[src/rtl/hlm_pkg.sv]
`timescale 1ns/1ps
package hlm_pkg;

    localparam int LANE_W = 32;

    typedef logic [LANE_W-1:0] lane_t;

    typedef enum logic [2:0] {
        OP_ADD  = 3'd0,
        OP_SUB  = 3'd1,
        OP_AND  = 3'd2,
        OP_OR   = 3'd3,
        OP_XOR  = 3'd4,
        OP_MUL  = 3'd5,
        OP_NIL6 = 3'd6,
        OP_NIL7 = 3'd7
    } hlm_op_e;

    function automatic int pass_count(int lanes, int mul_lanes);
        return (lanes + mul_lanes - 1) / mul_lanes;
    endfunction

    // Non-multiply lane operation; multiply is handled by the pass datapath.
    function automatic lane_t alu_eval(hlm_op_e op, lane_t a, lane_t b);
        case (op)
            OP_ADD:  return a + b;
            OP_SUB:  return a - b;
            OP_AND:  return a & b;
            OP_OR:   return a | b;
            OP_XOR:  return a ^ b;
            default: return '0;
        endcase
    endfunction

    function automatic lane_t mul_low(lane_t a, lane_t b);
        logic signed [2*LANE_W-1:0] full;
        full = $signed(a) * $signed(b);
        return full[LANE_W-1:0];
    endfunction

endpackage

[src/rtl/hlm_alu_lanes.sv]
`timescale 1ns/1ps
module hlm_alu_lanes
    import hlm_pkg::*;
#(
    parameter int LANES = 4
) (
    input  hlm_op_e op,
    input  lane_t   a [LANES],
    input  lane_t   b [LANES],
    output lane_t   y [LANES]
);

    for (genvar i = 0; i < LANES; i++) begin : g_lane
        assign y[i] = alu_eval(op, a[i], b[i]);
    end

endmodule

[src/rtl/hlm_mul_router.sv]
`timescale 1ns/1ps
module hlm_mul_router
    import hlm_pkg::*;
#(
    parameter int LANES     = 4,
    parameter int MUL_LANES = 2,
    parameter int PASS_W    = 1
) (
    input  logic [PASS_W-1:0] pass,
    input  lane_t             a [LANES],
    input  lane_t             b [LANES],
    output logic [LANES-1:0]  lane_hit,
    output lane_t             lane_prod [LANES]
);

    lane_t prod [MUL_LANES];

    // Multiplier k takes element pass*MUL_LANES + k of the group.
    for (genvar k = 0; k < MUL_LANES; k++) begin : g_mul
        lane_t a_sel, b_sel;
        always_comb begin
            a_sel = '0;
            b_sel = '0;
            for (int j = 0; j < LANES; j++) begin
                if (int'(pass) * MUL_LANES + k == j) begin
                    a_sel = a[j];
                    b_sel = b[j];
                end
            end
        end
        assign prod[k] = mul_low(a_sel, b_sel);
    end

    // Scatter products back to their element positions.
    for (genvar i = 0; i < LANES; i++) begin : g_lane
        assign lane_hit[i]  = (int'(pass) == i / MUL_LANES);
        assign lane_prod[i] = prod[i % MUL_LANES];
    end

endmodule

[src/rtl/hlm_pass_ctrl.sv]
`timescale 1ns/1ps
module hlm_pass_ctrl #(
    parameter int PASSES = 2,
    parameter int PASS_W = 1
) (
    input  logic              clk,
    input  logic              rst,
    input  logic              start,
    output logic              busy,
    output logic [PASS_W-1:0] pass
);

    always_ff @(posedge clk) begin
        if (rst) begin
            busy <= 1'b0;
            pass <= '0;
        end else if (!busy) begin
            if (start) begin
                busy <= 1'b1;
                pass <= '0;
            end
        end else if (int'(pass) == PASSES - 1) begin
            busy <= 1'b0;
            pass <= '0;
        end else begin
            pass <= pass + 1'b1;
        end
    end

endmodule

[src/rtl/hlm_seq.sv]
`timescale 1ns/1ps
module hlm_seq
    import hlm_pkg::*;
#(
    parameter int LANES     = 4,
    parameter int MUL_LANES = 2,
    parameter int VLEN_W    = $clog2(LANES + 1)
) (
    input  logic                    clk,
    input  logic                    rst,
    input  logic                    op_valid,
    input  logic [2:0]              op_code,
    input  logic [VLEN_W-1:0]       op_vlen,
    input  logic [LANES*LANE_W-1:0] op_a,
    input  logic [LANES*LANE_W-1:0] op_b,
    output logic                    op_ready,
    output logic                    stall,
    output logic [LANES*LANE_W-1:0] res_data,
    output logic [LANES-1:0]        res_we
);

    localparam int   PASSES = pass_count(LANES, MUL_LANES);
    localparam logic SPLIT  = (PASSES > 1);
    localparam int   PASS_W = (PASSES > 1) ? $clog2(PASSES) : 1;

    lane_t a_in [LANES];
    lane_t b_in [LANES];
    lane_t m_a [LANES];
    lane_t m_b [LANES];
    lane_t alu_y [LANES];
    lane_t lane_prod [LANES];
    lane_t out_q [LANES];

    hlm_op_e            op_e;
    logic               is_mul;
    logic               busy;
    logic               accept;
    logic [PASS_W-1:0]  pass;
    logic [LANES-1:0]   lane_hit;
    logic [LANES-1:0]   we_q;
    logic [VLEN_W-1:0]  vlen_q;

    for (genvar i = 0; i < LANES; i++) begin : g_pack
        assign a_in[i] = op_a[i*LANE_W +: LANE_W];
        assign b_in[i] = op_b[i*LANE_W +: LANE_W];
        assign res_data[i*LANE_W +: LANE_W] = out_q[i];
    end

    assign op_e     = hlm_op_e'(op_code);
    assign is_mul   = (op_e == OP_MUL);
    assign op_ready = !busy;
    assign accept   = op_valid && !busy;
    assign stall    = busy || (SPLIT && op_valid && is_mul);
    assign res_we   = we_q;

    if (SPLIT) begin : g_split
        lane_t a_q [LANES];
        lane_t b_q [LANES];

        hlm_pass_ctrl #(
            .PASSES (PASSES),
            .PASS_W (PASS_W)
        ) u_ctrl (
            .clk   (clk),
            .rst   (rst),
            .start (accept && is_mul),
            .busy  (busy),
            .pass  (pass)
        );

        always_ff @(posedge clk) begin
            if (rst) begin
                vlen_q <= '0;
                for (int i = 0; i < LANES; i++) begin
                    a_q[i] <= '0;
                    b_q[i] <= '0;
                end
            end else if (accept && is_mul) begin
                vlen_q <= op_vlen;
                a_q    <= a_in;
                b_q    <= b_in;
            end
        end

        assign m_a = a_q;
        assign m_b = b_q;
    end else begin : g_flat
        assign busy   = 1'b0;
        assign pass   = '0;
        assign vlen_q = op_vlen;
        assign m_a    = a_in;
        assign m_b    = b_in;
    end

    hlm_alu_lanes #(
        .LANES (LANES)
    ) u_alu (
        .op (op_e),
        .a  (a_in),
        .b  (b_in),
        .y  (alu_y)
    );

    hlm_mul_router #(
        .LANES     (LANES),
        .MUL_LANES (MUL_LANES),
        .PASS_W    (PASS_W)
    ) u_mul (
        .pass      (pass),
        .a         (m_a),
        .b         (m_b),
        .lane_hit  (lane_hit),
        .lane_prod (lane_prod)
    );

    always_ff @(posedge clk) begin
        if (rst) begin
            we_q <= '0;
            for (int i = 0; i < LANES; i++) out_q[i] <= '0;
        end else begin
            we_q <= '0;
            if (accept && !(SPLIT && is_mul)) begin
                for (int i = 0; i < LANES; i++) begin
                    if (i < int'(op_vlen)) begin
                        out_q[i] <= is_mul ? lane_prod[i] : alu_y[i];
                        we_q[i]  <= 1'b1;
                    end
                end
            end else if (busy) begin
                for (int i = 0; i < LANES; i++) begin
                    if (lane_hit[i] && i < int'(vlen_q)) begin
                        out_q[i] <= lane_prod[i];
                        we_q[i]  <= 1'b1;
                    end
                end
            end
        end
    end

endmodule

[config.mk]
export PLATFORM = sky130hd
export DESIGN_NAME = hlm_seq
export DESIGN_NICKNAME = d
export VERILOG_FILES = /design/src/rtl/hlm_pkg.sv /design/src/rtl/hlm_alu_lanes.sv /design/src/rtl/hlm_mul_router.sv /design/src/rtl/hlm_pass_ctrl.sv /design/src/rtl/hlm_seq.sv
export SDC_FILE = /design/constraint.sdc
export NUM_CORES = 2
export LEC_CHECK = 0
export BUFFER_PORTS_ARGS = -buffer_cell sky130_fd_sc_hd__buf_2
export CELL_PAD_IN_SITES_DETAIL_PLACEMENT = 0
export CELL_PAD_IN_SITES_GLOBAL_PLACEMENT = 1
export CORE_UTILIZATION = 44
export DETAILED_ROUTE_END_ITERATION = 12
export PLACE_DENSITY = 0.81
export SYNTH_ARGS = -nofsm -noshare
export SYNTH_HDL_FRONTEND = slang
export SYNTH_HIERARCHICAL = 1
export SYNTH_SLANG_ARGS = --single-unit
[constraint.sdc]
create_clock -name clk -period 15.3 [get_ports clk]
set_input_delay 3.06 -clock clk [delete_from_list [all_inputs] [get_ports clk]]
set_output_delay 3.06 -clock clk [all_outputs]
set_load 0.005 [all_outputs]
==> results by stage <==
Drt:
- The detailed-routed wire length on met3 is 25700 um.
- The mean number of vias per cell is 5.73.
- The count of antenna-violating nets left after detailed routing is 0.
- Dividing the detail-routed wire length by the instance count gives ~25 um.
- The highest metal layer carrying signal wires in the routed design is met5.
- Detailed routing placed a total of between 100000 and 150000 um of wire on met2.
- After detailed routing, the number of remaining DRC violations is 0.
- Summing over every cut layer, the via total after detailed routing is around 57000.
- The wire length on met1 is 109000 um.
- The final routed wirelength across all metal layers is 249000 um.
- The first detailed-routing pass ran for 7 iterations.
- The detailed router's first-iteration violation count is roughly 6200.

Placement:
- The global placer's final weighted congestion is 1.00.
- The count of input and output buffers is 398.
- Summed over all nets, the half-perimeter wirelength after detailed placement is 197000 um.
- Including well taps, the total number of placed cells is 9835.

Global routing:
- Summed over all layers, the global routing overflow is 0.
- The first global-routing pass estimated 367000 um of wire.
- The initial antenna violation count was 39.
- The via count of the first global-routing pass is ~56000.
- The combined global-route utilization of all metal layers is 33.5%.
- Entering global routing, the biggest net connects roughly 220 pins.

Clocking:
- The clock passes through at most 3 buffers.
- The post-cts sizing count is 0.
- TritonCTS created 45 clock buffers.
- The root buffer cell is sky130_fd_sc_hd__clkbuf_16.
- TritonCTS built the clock tree.
- The CTS clock-pin slew for the worst setup and hold paths is about 0.070 ns.
- The buffers inserted during post-CTS setup optimization is 0.
- The H-tree was split into 2 levels.
- Clock latency on the worst-skew pair, taken at its later pin, is just over 0.6 ns.
- The number of buffers inserted by hold repair at cts is 0.
- The clock net sink count is between 300 and 400.

Timing:
- The count of pins over their slew limit is 0.
- Across all hold checks on the routed design, the worst slack comes to 0.454 ns.
- The worst path uses 64.1% of the clock period.
- After routing, the total negative slack on setup checks comes to 0 ns.
- Setup repair after global routing left no endpoint under its margin.
- The top achievable clock speed is 102 MHz.
- The final hold violation count is 0.
- The routed design could run at a clock period as short as just under 10 ns.
- The maximum clock skew at final layout is 0.0452 ns.
- For the pin with the worst max-slew slack, the measured transition is 1.24 ns.
- The total of endpoints with negative setup slack in the final report is 0.
- The remaining max-slew budget at the tightest pin is between 10% and 20%.

Setup path:
- The nature of the critical path startpoint is a flip-flop.
- The destination of the critical timing path is out_q[1][30].
- In this run the register-to-register setup slack is 5.50 ns.
- The worst-case reg-to-reg path depth is 27.
- For the worst setup path, the data required time is 15.74 ns.
- The capturing point of the worst reg2reg path is out_q[1][30].
- The category of the worst setup path capture point is a flip-flop.
- The signal arrival time at the worst endpoint is 10.24 ns.
- In this run the critical register-to-register path is launched from g_split.u_ctrl/pass.
- The startpoint-to-endpoint class of the critical path is reg -> reg.
- The critical-path maximum fanout is a little under 90.
- The launch point of the worst path is g_split.u_ctrl/pass.

Worst hold path:
- In this run the worst hold path is classified as reg -> reg.

Synthesis:
- The most instantiated flip-flop cell in the synthesis netlist is sky130_fd_sc_hd__dfxtp_1.
- The synthesized design devotes to its leading area cell type 25.6% of total area.
- The number of nets in the synthesized netlist is 9620.
- After synthesis, the mean cell area works out to 8.18 um^2.
- The count of cell types in the netlist is 93.
- Of the synthesized area, sequential elements account for between 10% and 20%.
- After synthesis, the cell types taking the most area are sky130_fd_sc_hd__fa_1, sky130_fd_sc_hd__ha_1, sky130_fd_sc_hd__dfxtp_1.
- After technology mapping, the gate count stands at roughly 7900.
- The proportion of register bits with asynchronous set or reset after synthesis is 0%.
- The dominant cell type by area after synthesis is sky130_fd_sc_hd__fa_1.
- In this run, synthesis inferred between 100 and 150 flip-flops with an integrated enable.
- The number of register bits inferred by synthesis is 393.
- Summing every instance area after synthesis gives 0.0642 mm^2.
- The number of synthesis warnings is 6.

Floorplanning:
- The die covers 0.147 mm^2.
- For this design the top-level I/O count stands at 399.
- In this run the vertical extent of the chip is 384 um.
- The effective utilization at floorplan is 44.5%.
- The placeable core region is 0.144 mm^2.
- In this run the horizontal extent of the chip is between 300 and 400 um.
- The cell row count is 139.

Finish:
- The number of nets at the end of the flow is 9748.
- The number of fill cells is 14100.
- The count of cells in the finished layout, fillers not included, comes to 9935.
- The share of post-route cells with drive strength above 1 is 10.2%.
- The area added between synthesis and finish is 7.67%.

Power and ir drop:
- The final total power is between 0.003 and 0.004 W.
- The power per standard cell area is between 40 and 50 mW/mm^2.
- The cell leakage power is approximately 31 nW.
- The maximum ir drop on the vdd rail is 0.0000451 V.

Job:
- Across the run, the number of max-cap violations was 0.

Status:
- The flow ran to the end, and the final reports show no timing, DRC or antenna violations.
==> cells by family (layout without fill, tap and decap cells) <==
group	after synthesis	count (layout)	share of synthesized area, %
and+or+nand+nor	2440	2440	15.6
adders and majority gates	1504	1504	38.9
buffers and inverters	1568	1732	10.0
muxes	193	193	3.18
AOI/OAI and AO/OA	1350	1350	12.5
other	0	17	0
xor gates and xnor gates	403	403	5.52
DFF	393	393	14.3
==> final cells by class <==
cell class | instances | area [um^2] | area share (%)
Clock inverter | 23 | 175 | 0.253
Clock buffer | 60 | 1260 | 1.83
Multi-Input combinational cell | 5890 | 48900 | 70.8
Inverter | 1134 | 4260 | 6.17
Tap cell | 1903 | 2380 | 3.45
Timing Repair Buffer | 515 | 2910 | 4.21
Sequential cell | 393 | 9150 | 13.2
Antenna cell | 17 | 42.5 | 0.0616
==> state kept, by name, summed over array words and instances, names as in the netlist <==
register / count
vlen_q: 3
g_split.b_q: 128
g_split.u_ctrl/busy: 1
res_we: 4
out_q: 128
g_split.a_q: 128
g_split.u_ctrl/pass: 1
==> synth_stat cells (all sizes together), types with 91 or more instances <==
cell and instances:
a211oi 91, a21o 95, a21oi 594, buf 164, clkbuf 270, dfxtp 265, edfxtp 128, fa 820
ha 684, inv 1134, mux2i 129, nand2 1120, nor2 985, o21ai 287, xnor2 319
==> worst max-delay path, cell delays in order (launching register included) <==
cell	delay (ns)
sky130_fd_sc_hd__dfxtp_4	0.91
sky130_fd_sc_hd__buf_12	0.48
sky130_fd_sc_hd__mux2i_2	0.80
sky130_fd_sc_hd__nor2_1	0.16
sky130_fd_sc_hd__fa_1	0.47
sky130_fd_sc_hd__fa_1	0.49
sky130_fd_sc_hd__fa_1	0.49
sky130_fd_sc_hd__inv_1	0.05
sky130_fd_sc_hd__fa_1	0.52
sky130_fd_sc_hd__inv_1	0.04
sky130_fd_sc_hd__ha_1	0.27
sky130_fd_sc_hd__ha_1	0.29
sky130_fd_sc_hd__fa_1	0.49
sky130_fd_sc_hd__inv_1	0.05
sky130_fd_sc_hd__fa_1	0.47
sky130_fd_sc_hd__inv_1	0.04
sky130_fd_sc_hd__ha_1	0.36
sky130_fd_sc_hd__o21a_1	0.15
sky130_fd_sc_hd__o21a_1	0.13
sky130_fd_sc_hd__o211ai_1	0.09
sky130_fd_sc_hd__o21a_1	0.20
sky130_fd_sc_hd__o31ai_1	0.46
sky130_fd_sc_hd__a221oi_1	0.32
sky130_fd_sc_hd__o21ai_0	0.40
sky130_fd_sc_hd__a21oi_1	0.16
sky130_fd_sc_hd__o311ai_1	0.82
sky130_fd_sc_hd__nand2_1	0.10
sky130_fd_sc_hd__a21oi_1	0.19
==> placed cells by master (no fill, tap or decap), types with 11 or more instances in the layout <==
cell type,instances
sky130_fd_sc_hd__o21a_1,38
sky130_fd_sc_hd__fa_1,820
sky130_fd_sc_hd__o22ai_1,11
sky130_fd_sc_hd__nand3_1,41
sky130_fd_sc_hd__o41ai_1,11
sky130_fd_sc_hd__buf_4,115
sky130_fd_sc_hd__o211ai_1,13
sky130_fd_sc_hd__a21o_1,95
sky130_fd_sc_hd__o31ai_1,36
sky130_fd_sc_hd__ha_1,684
sky130_fd_sc_hd__and3_1,18
sky130_fd_sc_hd__o21ai_1,30
sky130_fd_sc_hd__nor2b_1,19
sky130_fd_sc_hd__xor2_1,84
sky130_fd_sc_hd__or2_2,82
sky130_fd_sc_hd__dfxtp_1,264
sky130_fd_sc_hd__clkbuf_16,47
sky130_fd_sc_hd__nand4_1,25
sky130_fd_sc_hd__nor3_1,32
sky130_fd_sc_hd__nand2b_1,54
sky130_fd_sc_hd__o21ai_0,253
sky130_fd_sc_hd__mux2i_2,38
sky130_fd_sc_hd__nor2_1,980
sky130_fd_sc_hd__inv_1,1132
sky130_fd_sc_hd__nand2_1,1119
sky130_fd_sc_hd__edfxtp_1,128
sky130_fd_sc_hd__a22oi_1,29
sky130_fd_sc_hd__buf_2,396
sky130_fd_sc_hd__o21bai_1,23
sky130_fd_sc_hd__xnor2_1,317
sky130_fd_sc_hd__a211oi_1,91
sky130_fd_sc_hd__mux2i_4,12
sky130_fd_sc_hd__a31oi_1,50
sky130_fd_sc_hd__mux2i_1,79
sky130_fd_sc_hd__mux2_2,64
sky130_fd_sc_hd__a41oi_1,11
sky130_fd_sc_hd__a21oi_1,593
sky130_fd_sc_hd__diode_2,17
==> power by group <==
group	internal, W	leakage [nW]	switching (W)
logic	0.000363	27.2	0.000696
clock network	0.000603	0.711	0.000505
registers	0.00112	3.50	0.0000338
==> metrics by stage <==
stage	util, %	cell area [um^2]	setup slack, ns
2_1_floorplan	-	64200	6.87
3_3_place_gp	46.9	67600	5.73
3_5_place_dp	46.9	67600	5.70
4_1_cts	47.9	69100	5.63
5_1_grt	47.9	69100	5.12
6_report	47.9	69100	5.50
==> worst min path at each step <==
stage | start | to | slack [ns] | cells after the start
final | g_split.a_q[90] | g_split.a_q[90] | 0.45 | 2
after global routing | g_split.b_q[77] | g_split.b_q[77] | 0.47 | 2
after CTS | g_split.a_q[90] | g_split.a_q[90] | 0.45 | 2
after detailed placement | g_split.a_q[90] | g_split.a_q[90] | 0.45 | 2
after global placement | g_split.a_q[91] | g_split.a_q[91] | 0.44 | 2
after floorplan | g_split.b_q[25] | g_split.b_q[25] | 0.43 | 2
==> layer usage <==
metal  vias up  global-route usage [%]
met5         -                       0
met2      2802                    49.5
met3       429                    6.78
met4        32                    10.0
met1     28400                    49.0
li1      25300                       -
Power figures use the tool's default switching activity.
